==> src/rtl/sup_pkg.sv <==
package sup_pkg;

    localparam int FAULT_NUM = 6;

    // Fault slot order doubles as priority: lower slot wins, code = slot + 1.
    localparam int SLOT_OVP   = 0;
    localparam int SLOT_TCRIT = 1;
    localparam int SLOT_TWARN = 2;
    localparam int SLOT_OLP   = 3;
    localparam int SLOT_SSCP  = 4;
    localparam int SLOT_BROWN = 5;

    localparam logic [FAULT_NUM-1:0] LATCH_MASK = 6'b000111;
    localparam logic [FAULT_NUM-1:0] AUTO_MASK  = 6'b011000;
    localparam logic [FAULT_NUM-1:0] BROWN_MASK = 6'b100000;

    typedef enum logic [2:0] {
        FC_NONE  = 3'd0,
        FC_OVP   = 3'd1,
        FC_TCRIT = 3'd2,
        FC_TWARN = 3'd3,
        FC_OLP   = 3'd4,
        FC_SSCP  = 3'd5,
        FC_BROWN = 3'd6
    } fault_code_e;

    typedef enum logic [2:0] {
        ST_CHARGE,
        ST_RUN,
        ST_UV_WAIT,
        ST_PROT_HOLD,
        ST_SINK,
        ST_BROWN,
        ST_LATCH
    } sup_state_e;

    typedef struct packed {
        logic ge_on;
        logic lt_uvlo;
        logic lt_restart;
        logic lt_prot_off;
        logic lt_prot_rearm;
        logic lt_unlatch;
        logic ge_brownin;
    } vdd_flags_t;

    typedef struct packed {
        sup_state_e  st;
        logic        prot;
        logic [2:0]  code;
        logic        lchg;
    } seq_regs_t;

endpackage

==> src/rtl/sup_debounce.sv <==
module sup_debounce #(
    parameter int unsigned LEN = 8
) (
    input  logic clk,
    input  logic rst_n,
    input  logic cond_i,
    output logic qual_o
);
    localparam int unsigned CW = $clog2(LEN + 1);
    localparam logic [CW-1:0] LEN_C = CW'(LEN);

    typedef struct packed {
        logic [CW-1:0] cnt;
    } deb_regs_t;

    deb_regs_t r_d, r_q;

    always_comb begin
        r_d = r_q;
        if (!cond_i) begin
            r_d.cnt = '0;
        end else if (r_q.cnt != LEN_C) begin
            r_d.cnt = r_q.cnt + 1'b1;
        end
    end

    always_ff @(posedge clk or negedge rst_n) begin
        if (!rst_n) begin
            r_q <= '0;
        end else begin
            r_q <= r_d;
        end
    end

    assign qual_o = (r_q.cnt == LEN_C);
endmodule

==> src/rtl/sup_fault_arb.sv <==
module sup_fault_arb
    import sup_pkg::*;
(
    input  logic [FAULT_NUM-1:0] qual_i,
    output logic [2:0]           code_o,
    output logic                 latch_hit_o,
    output logic                 auto_hit_o,
    output logic                 brown_hit_o
);
    always_comb begin
        code_o = 3'(FC_NONE);
        for (int i = FAULT_NUM - 1; i >= 0; i--) begin
            if (qual_i[i]) begin
                code_o = 3'(i + 1);
            end
        end
    end

    // Priority: any latched fault masks the lower classes entirely.
    assign latch_hit_o = |(qual_i & LATCH_MASK);
    assign auto_hit_o  = !latch_hit_o && |(qual_i & AUTO_MASK);
    assign brown_hit_o = !latch_hit_o && !auto_hit_o && |(qual_i & BROWN_MASK);
endmodule

==> src/rtl/sup_seq.sv <==
module sup_seq
    import sup_pkg::*;
(
    input  logic        clk,
    input  logic        rst_n,
    input  vdd_flags_t  vdd_i,
    input  logic        line_ok_i,
    input  logic        latch_hit_i,
    input  logic        auto_hit_i,
    input  logic        brown_hit_i,
    input  logic [2:0]  win_code_i,
    output logic        sw_en_o,
    output logic        chg_en_o,
    output logic        sink_en_o,
    output logic [2:0]  code_o
);
    seq_regs_t s_d, s_q;
    logic      brownin_ok;
    logic      run_drop;

    assign brownin_ok = line_ok_i && vdd_i.ge_brownin;
    // Turn-off level depends on whether a protective restart has happened.
    assign run_drop   = s_q.prot ? vdd_i.lt_prot_off : vdd_i.lt_uvlo;

    always_comb begin
        s_d = s_q;
        unique case (s_q.st)
            ST_CHARGE: begin
                if (vdd_i.ge_on && brownin_ok) begin
                    s_d.st   = ST_RUN;
                    s_d.code = 3'(FC_NONE);
                end
            end
            ST_RUN: begin
                if (auto_hit_i) begin
                    s_d.st   = ST_PROT_HOLD;
                    s_d.prot = 1'b1;
                    s_d.code = win_code_i;
                end else if (brown_hit_i) begin
                    s_d.st   = ST_BROWN;
                    s_d.code = 3'(FC_BROWN);
                end else if (run_drop) begin
                    s_d.st = s_q.prot ? ST_SINK : ST_UV_WAIT;
                end
            end
            ST_UV_WAIT: begin
                if (vdd_i.lt_restart) begin
                    s_d.st = ST_CHARGE;
                end
            end
            ST_PROT_HOLD: begin
                if (vdd_i.lt_prot_off) begin
                    s_d.st = ST_SINK;
                end
            end
            ST_SINK: begin
                if (vdd_i.lt_prot_rearm) begin
                    s_d.st = ST_CHARGE;
                end
            end
            ST_BROWN: begin
                if (brownin_ok) begin
                    s_d.st   = ST_RUN;
                    s_d.code = 3'(FC_NONE);
                end else if (run_drop) begin
                    s_d.st = s_q.prot ? ST_SINK : ST_UV_WAIT;
                end
            end
            ST_LATCH: begin
                if (vdd_i.lt_unlatch) begin
                    s_d.st   = ST_CHARGE;
                    s_d.prot = 1'b0;
                    s_d.code = 3'(FC_NONE);
                    s_d.lchg = 1'b0;
                end else if (vdd_i.lt_prot_rearm) begin
                    s_d.lchg = 1'b1;
                end else if (!vdd_i.lt_prot_off) begin
                    s_d.lchg = 1'b0;
                end
            end
            default: begin
                s_d.st = ST_CHARGE;
            end
        endcase

        if (latch_hit_i && (s_q.st != ST_LATCH)) begin
            s_d.st   = ST_LATCH;
            s_d.code = win_code_i;
            s_d.lchg = 1'b0;
        end
    end

    always_ff @(posedge clk or negedge rst_n) begin
        if (!rst_n) begin
            s_q <= '{st: ST_CHARGE, prot: 1'b0, code: 3'(FC_NONE), lchg: 1'b0};
        end else begin
            s_q <= s_d;
        end
    end

    assign sw_en_o   = (s_q.st == ST_RUN);
    assign chg_en_o  = (s_q.st == ST_CHARGE) || ((s_q.st == ST_LATCH) && s_q.lchg);
    assign sink_en_o = (s_q.st == ST_SINK);
    assign code_o    = s_q.code;
endmodule

==> src/rtl/supply_fault_supervisor.sv <==
module supply_fault_supervisor
    import sup_pkg::*;
#(
    parameter int unsigned OVP_CYC   = 8,
    parameter int unsigned TCRIT_CYC = 6,
    parameter int unsigned TWARN_CYC = 40,
    parameter int unsigned OLP_CYC   = 30,
    parameter int unsigned SSCP_CYC  = 11,
    parameter int unsigned BROWN_CYC = 20
) (
    input  logic       clk,
    input  logic       rst_n,
    input  logic       vdd_ge_on,
    input  logic       vdd_lt_uvlo,
    input  logic       vdd_lt_restart,
    input  logic       vdd_lt_prot_off,
    input  logic       vdd_lt_prot_rearm,
    input  logic       vdd_lt_unlatch,
    input  logic       vdd_ge_brownin,
    input  logic       vdd_gt_ovp,
    input  logic       fb_gt_olp,
    input  logic       temp_lt_warn,
    input  logic       temp_lt_crit,
    input  logic       line_lt_brownout,
    input  logic       line_ge_brownin,
    input  logic       sense_low,
    output logic       sw_en,
    output logic       chg_en,
    output logic       sink_en,
    output logic [2:0] fault_code
);
    localparam int unsigned DEB_LEN [FAULT_NUM] =
        '{OVP_CYC, TCRIT_CYC, TWARN_CYC, OLP_CYC, SSCP_CYC, BROWN_CYC};

    logic [FAULT_NUM-1:0] raw_cond;
    logic [FAULT_NUM-1:0] qual;
    logic [2:0]           win_code;
    logic                 latch_hit, auto_hit, brown_hit;
    vdd_flags_t           vdd;

    always_comb begin
        raw_cond             = '0;
        raw_cond[SLOT_OVP]   = vdd_gt_ovp;
        raw_cond[SLOT_TCRIT] = temp_lt_crit;
        raw_cond[SLOT_TWARN] = temp_lt_warn;
        raw_cond[SLOT_OLP]   = fb_gt_olp;
        raw_cond[SLOT_SSCP]  = sense_low;
        raw_cond[SLOT_BROWN] = line_lt_brownout;
    end

    assign vdd = '{ge_on: vdd_ge_on, lt_uvlo: vdd_lt_uvlo, lt_restart: vdd_lt_restart,
                   lt_prot_off: vdd_lt_prot_off, lt_prot_rearm: vdd_lt_prot_rearm,
                   lt_unlatch: vdd_lt_unlatch, ge_brownin: vdd_ge_brownin};

    for (genvar g = 0; g < FAULT_NUM; g++) begin : g_deb
        sup_debounce #(.LEN(DEB_LEN[g])) deb_i (
            .clk    (clk),
            .rst_n  (rst_n),
            .cond_i (raw_cond[g]),
            .qual_o (qual[g])
        );
    end

    sup_fault_arb arb_i (
        .qual_i      (qual),
        .code_o      (win_code),
        .latch_hit_o (latch_hit),
        .auto_hit_o  (auto_hit),
        .brown_hit_o (brown_hit)
    );

    sup_seq seq_i (
        .clk         (clk),
        .rst_n       (rst_n),
        .vdd_i       (vdd),
        .line_ok_i   (line_ge_brownin),
        .latch_hit_i (latch_hit),
        .auto_hit_i  (auto_hit),
        .brown_hit_i (brown_hit),
        .win_code_i  (win_code),
        .sw_en_o     (sw_en),
        .chg_en_o    (chg_en),
        .sink_en_o   (sink_en),
        .code_o      (fault_code)
    );
endmodule

==> config.mk <==
export PLATFORM = sky130hd
export DESIGN_NAME = supply_fault_supervisor
export DESIGN_NICKNAME = d
export VERILOG_FILES = /design/src/rtl/sup_pkg.sv /design/src/rtl/sup_debounce.sv /design/src/rtl/sup_fault_arb.sv /design/src/rtl/sup_seq.sv /design/src/rtl/supply_fault_supervisor.sv
export SDC_FILE = /design/constraint.sdc
export NUM_CORES = 1
export LEC_CHECK = 0
export BUFFER_PORTS_ARGS = -buffer_cell sky130_fd_sc_hd__buf_4
export CORE_MARGIN = 2
export CORE_UTILIZATION = 40
export DETAILED_ROUTE_END_ITERATION = 16
export PLACE_DENSITY_LB_ADDON = 0.2
export SLEW_MARGIN = 20
export SYNTH_ARGS = -nofsm -noshare
export SYNTH_HDL_FRONTEND = slang
export SYNTH_SLANG_ARGS = --single-unit
==> constraint.sdc <==
create_clock -name clk -period 2.1 [get_ports clk]
set_clock_uncertainty 0.2 [all_clocks]
set_input_delay 0.315 -clock clk [delete_from_list [all_inputs] [get_ports clk]]
set_output_delay 0.315 -clock clk [all_outputs]
set_load 0.05 [all_outputs]
==> reports/metrics.cfg <==
[timing]
hold_slack_ns=0.05055
finalCritPeriodShare=0.9735
rsz0062_at_grt=yes
tns_ns=0
fmax_ghz=0.4892
layout_min_cycle_time_ns=2.044
setup_viol=0
hold_viol=0
final.setup.worst_slack_ns=0.05570
maxSlewHeadroom=0.7027
drv_slew=0
worstMarginPinSlew_ns=0.4459

[drt]
first_iter_violations=95
wl_met3_um=165
highest_layer=met4
drtAntennaViolNets=0
met2_length_um=2078
vias_per_cell=5.080
routedWlPerCell_um=13.90
wl_met1_um=2026
num_vias=1585
drc=0
routed_wl_um=4337
firstDrtPassIters=4

[grt]
grt_pass1_wl_um=6686
antenna_found_initial=0
grt_overflow=0
track_usage=0.1547
grt_max_degree=36
grt_pass1_vias=1446

[clock_network]
clkLatencyLatePin_ns=0.29
root_buffer=clkbuf_8
clock_path_buffers=2
tritoncts=yes
htree_levels=2
clkTransAtPathRegs_ns=0.08
clock-sinks=35
cts_inserted_buffers=5

[critical_path]
worstPathRequired_ns=2.12
crit_arrival_ns=2.07
crit_fanout=5
critPathCaptureType=register
worstSetupStartpointType=register
critPathKind=reg -> reg

[layout]
final_cell_area_um2=2535
nNetsFinal=268
fillers=483
diodes=0
drive_gt1_frac=0.2397
postLayoutCoreUtil=0.5027
syn2layout_area_growth_pct=23.54

[synthesis]
synth_nets=232
ys.flop_type=dfrtp_1
syn_area_um2=2052
ys_types=45
syn-instance-count=205
async_flop_share=1.000
yosys-top-cells-area=dfrtp_1, ha_1, xnor2_1
yosysSeqAreaShare=0.4268
synth_edf_count=0
ys_warn_count=0
yosysTopAreaCellShare=0.4268
synth.largest_area_cell=dfrtp_1
syn_area_per_cell_um2=10.01
ys_seq_elements=35

[die]
die-area_um2=5719
chipHeight_um=75.63
io_pins=22
coreArea_um2=5042
start_util=0.4069
rows=26
die_width_um=75.63

[placement]
port_buffers=21
dp_hpwl_um=2968
pre_cts_slack_ns=0.05328
placed_area_um2=2345
routabilityCongestion=0.8068

[power]
combPwrFrac=0.383
sw_frac_of_total=0.3616
p_int_w=0.001564
power.leakage_nw=1.205
powerDensity_nw_per_um2=966.7
p_seq_frac=0.351
irDropWorstVdd_mv=0.4986
switching_power_w=0.0008862
clockPowerShare=0.266

[outcome]
status=finished clean

[job]
drv_cap=0

[worst_hold_path]
worstHoldPathType=in -> reg

## worst paths after layout
check                                           start                     to  slack [ns]  cells after the start
max in group asynchronous                       rst_n  g_deb[0].deb_i.r_q[0]        1.07                      2
worst min register to register  g_deb[1].deb_i.r_q[2]  g_deb[1].deb_i.r_q[2]        0.29                      1
worst max-delay path            g_deb[2].deb_i.r_q[1]           seq_i.s_q[5]        0.06                      7
worst max register to register  g_deb[2].deb_i.r_q[1]           seq_i.s_q[5]        0.06                      7
worst min-delay path                     temp_lt_crit  g_deb[1].deb_i.r_q[0]        0.05                      2
min in group asynchronous                       rst_n           seq_i.s_q[5]        0.31                      2
## synthesized netlist by cell type (all sizes together), types with 4 or more instances
master,n
a21boi,4
a21oi,12
and2,14
buf,5
dfrtp,35
ha,11
inv,12
nand2,13
nand3,13
nor2,8
nor2b,8
o21ai,11
xnor2,13
## registers in the layout (all words and copies together), names as in the netlist
name and flops:
g_deb.deb_i.r_q 27, seq_i.s_q 5, seq_i.code_o 3
## worst max-delay path, cell delays in order (launching register included)
cell and delay [ns]:
dfrtp_1 0.41, inv_1 0.08, ha_2 0.19, nand4b_4 0.16
o211ai_4 0.33, o21ai_2 0.11, a2111o_1 0.35, a21oi_1 0.14
## cells by family (layout without fill, tap and decap cells)
kind of cell,Yosys count,count (layout),share of synthesized area
simple gates,78,78,0.2311
compound gates,43,44,0.1463
fa+ha+maj,11,11,0.06707
flops,35,35,0.4268
buf+inv,19,55,0.04451
mux,4,4,0.02012
xor+xnor,15,15,0.06403
## final cells by class
cell class	count	area, um^2	share of cell area
Tap cell	70	87.58	0.03455
Clock buffer	6	82.58	0.03258
Clock inverter	2	38.79	0.01530
Timing Repair Buffer	35	265.3	0.1046
Inverter	12	45.04	0.01777
Sequential cell	35	875.8	0.3455
Multi-Input combinational cell	152	1140	0.4497
## repair_timing
action / in CTS / in global routing
endpoints found under the setup margin: 0 / 4
hold buffers: 1 / 0
setup buffers: 0 / 3
gates resized for setup: 0 / 6
endpoints found under the hold margin: 35 / 0
## cells in the final DEF (no fill, tap or decap), types with 2 or more instances in the layout
cell type,instances
nor2_1,8
a21boi_0,4
o21ai_0,9
or2_2,2
o22ai_1,2
nand4_1,3
nand4b_1,2
ha_1,10
nand3b_1,2
nand2b_1,2
a21oi_1,9
inv_1,12
a31oi_1,3
xnor2_1,13
and2_1,14
nand3_1,13
a21oi_2,3
buf_4,34
nor4b_1,2
xor2_1,2
clkbuf_8,6
nand2_1,13
and3_1,2
nor2b_1,8
dfrtp_1,35
mux2i_1,3
o211a_1,2
## power by group through the flow
stage / logic [W] / registers (W) / clock network, W
after floorplan: 0.000719 / 0.000829 / 0
after global placement: 0.000896 / 0.000874 / 0
after detailed placement: 0.000898 / 0.000873 / 0
after CTS: 0.000902 / 0.000859 / 0.000665
after global routing: 0.00102 / 0.000879 / 0.000694
final: 0.000937 / 0.000861 / 0.000652
## stage by stage
| stage | instances | total power, W |
|---|---|---|
| floorplan | 205 | 0.001548 |
| global placement | 299 | 0.001770 |
| detailed placement | 299 | 0.001770 |
| CTS | 308 | 0.002427 |
| global route | 312 | 0.002589 |
| finish | 312 | 0.002450 |
## layer usage
metal / vias up / track usage
met4: 0 / 0.04678
li1: 795 / -
met1: 749 / 0.2136
met2: 33 / 0.2464
met5: - / 0
met3: 8 / 0.03175
Note: power is estimated with default switching activity, not from simulation.
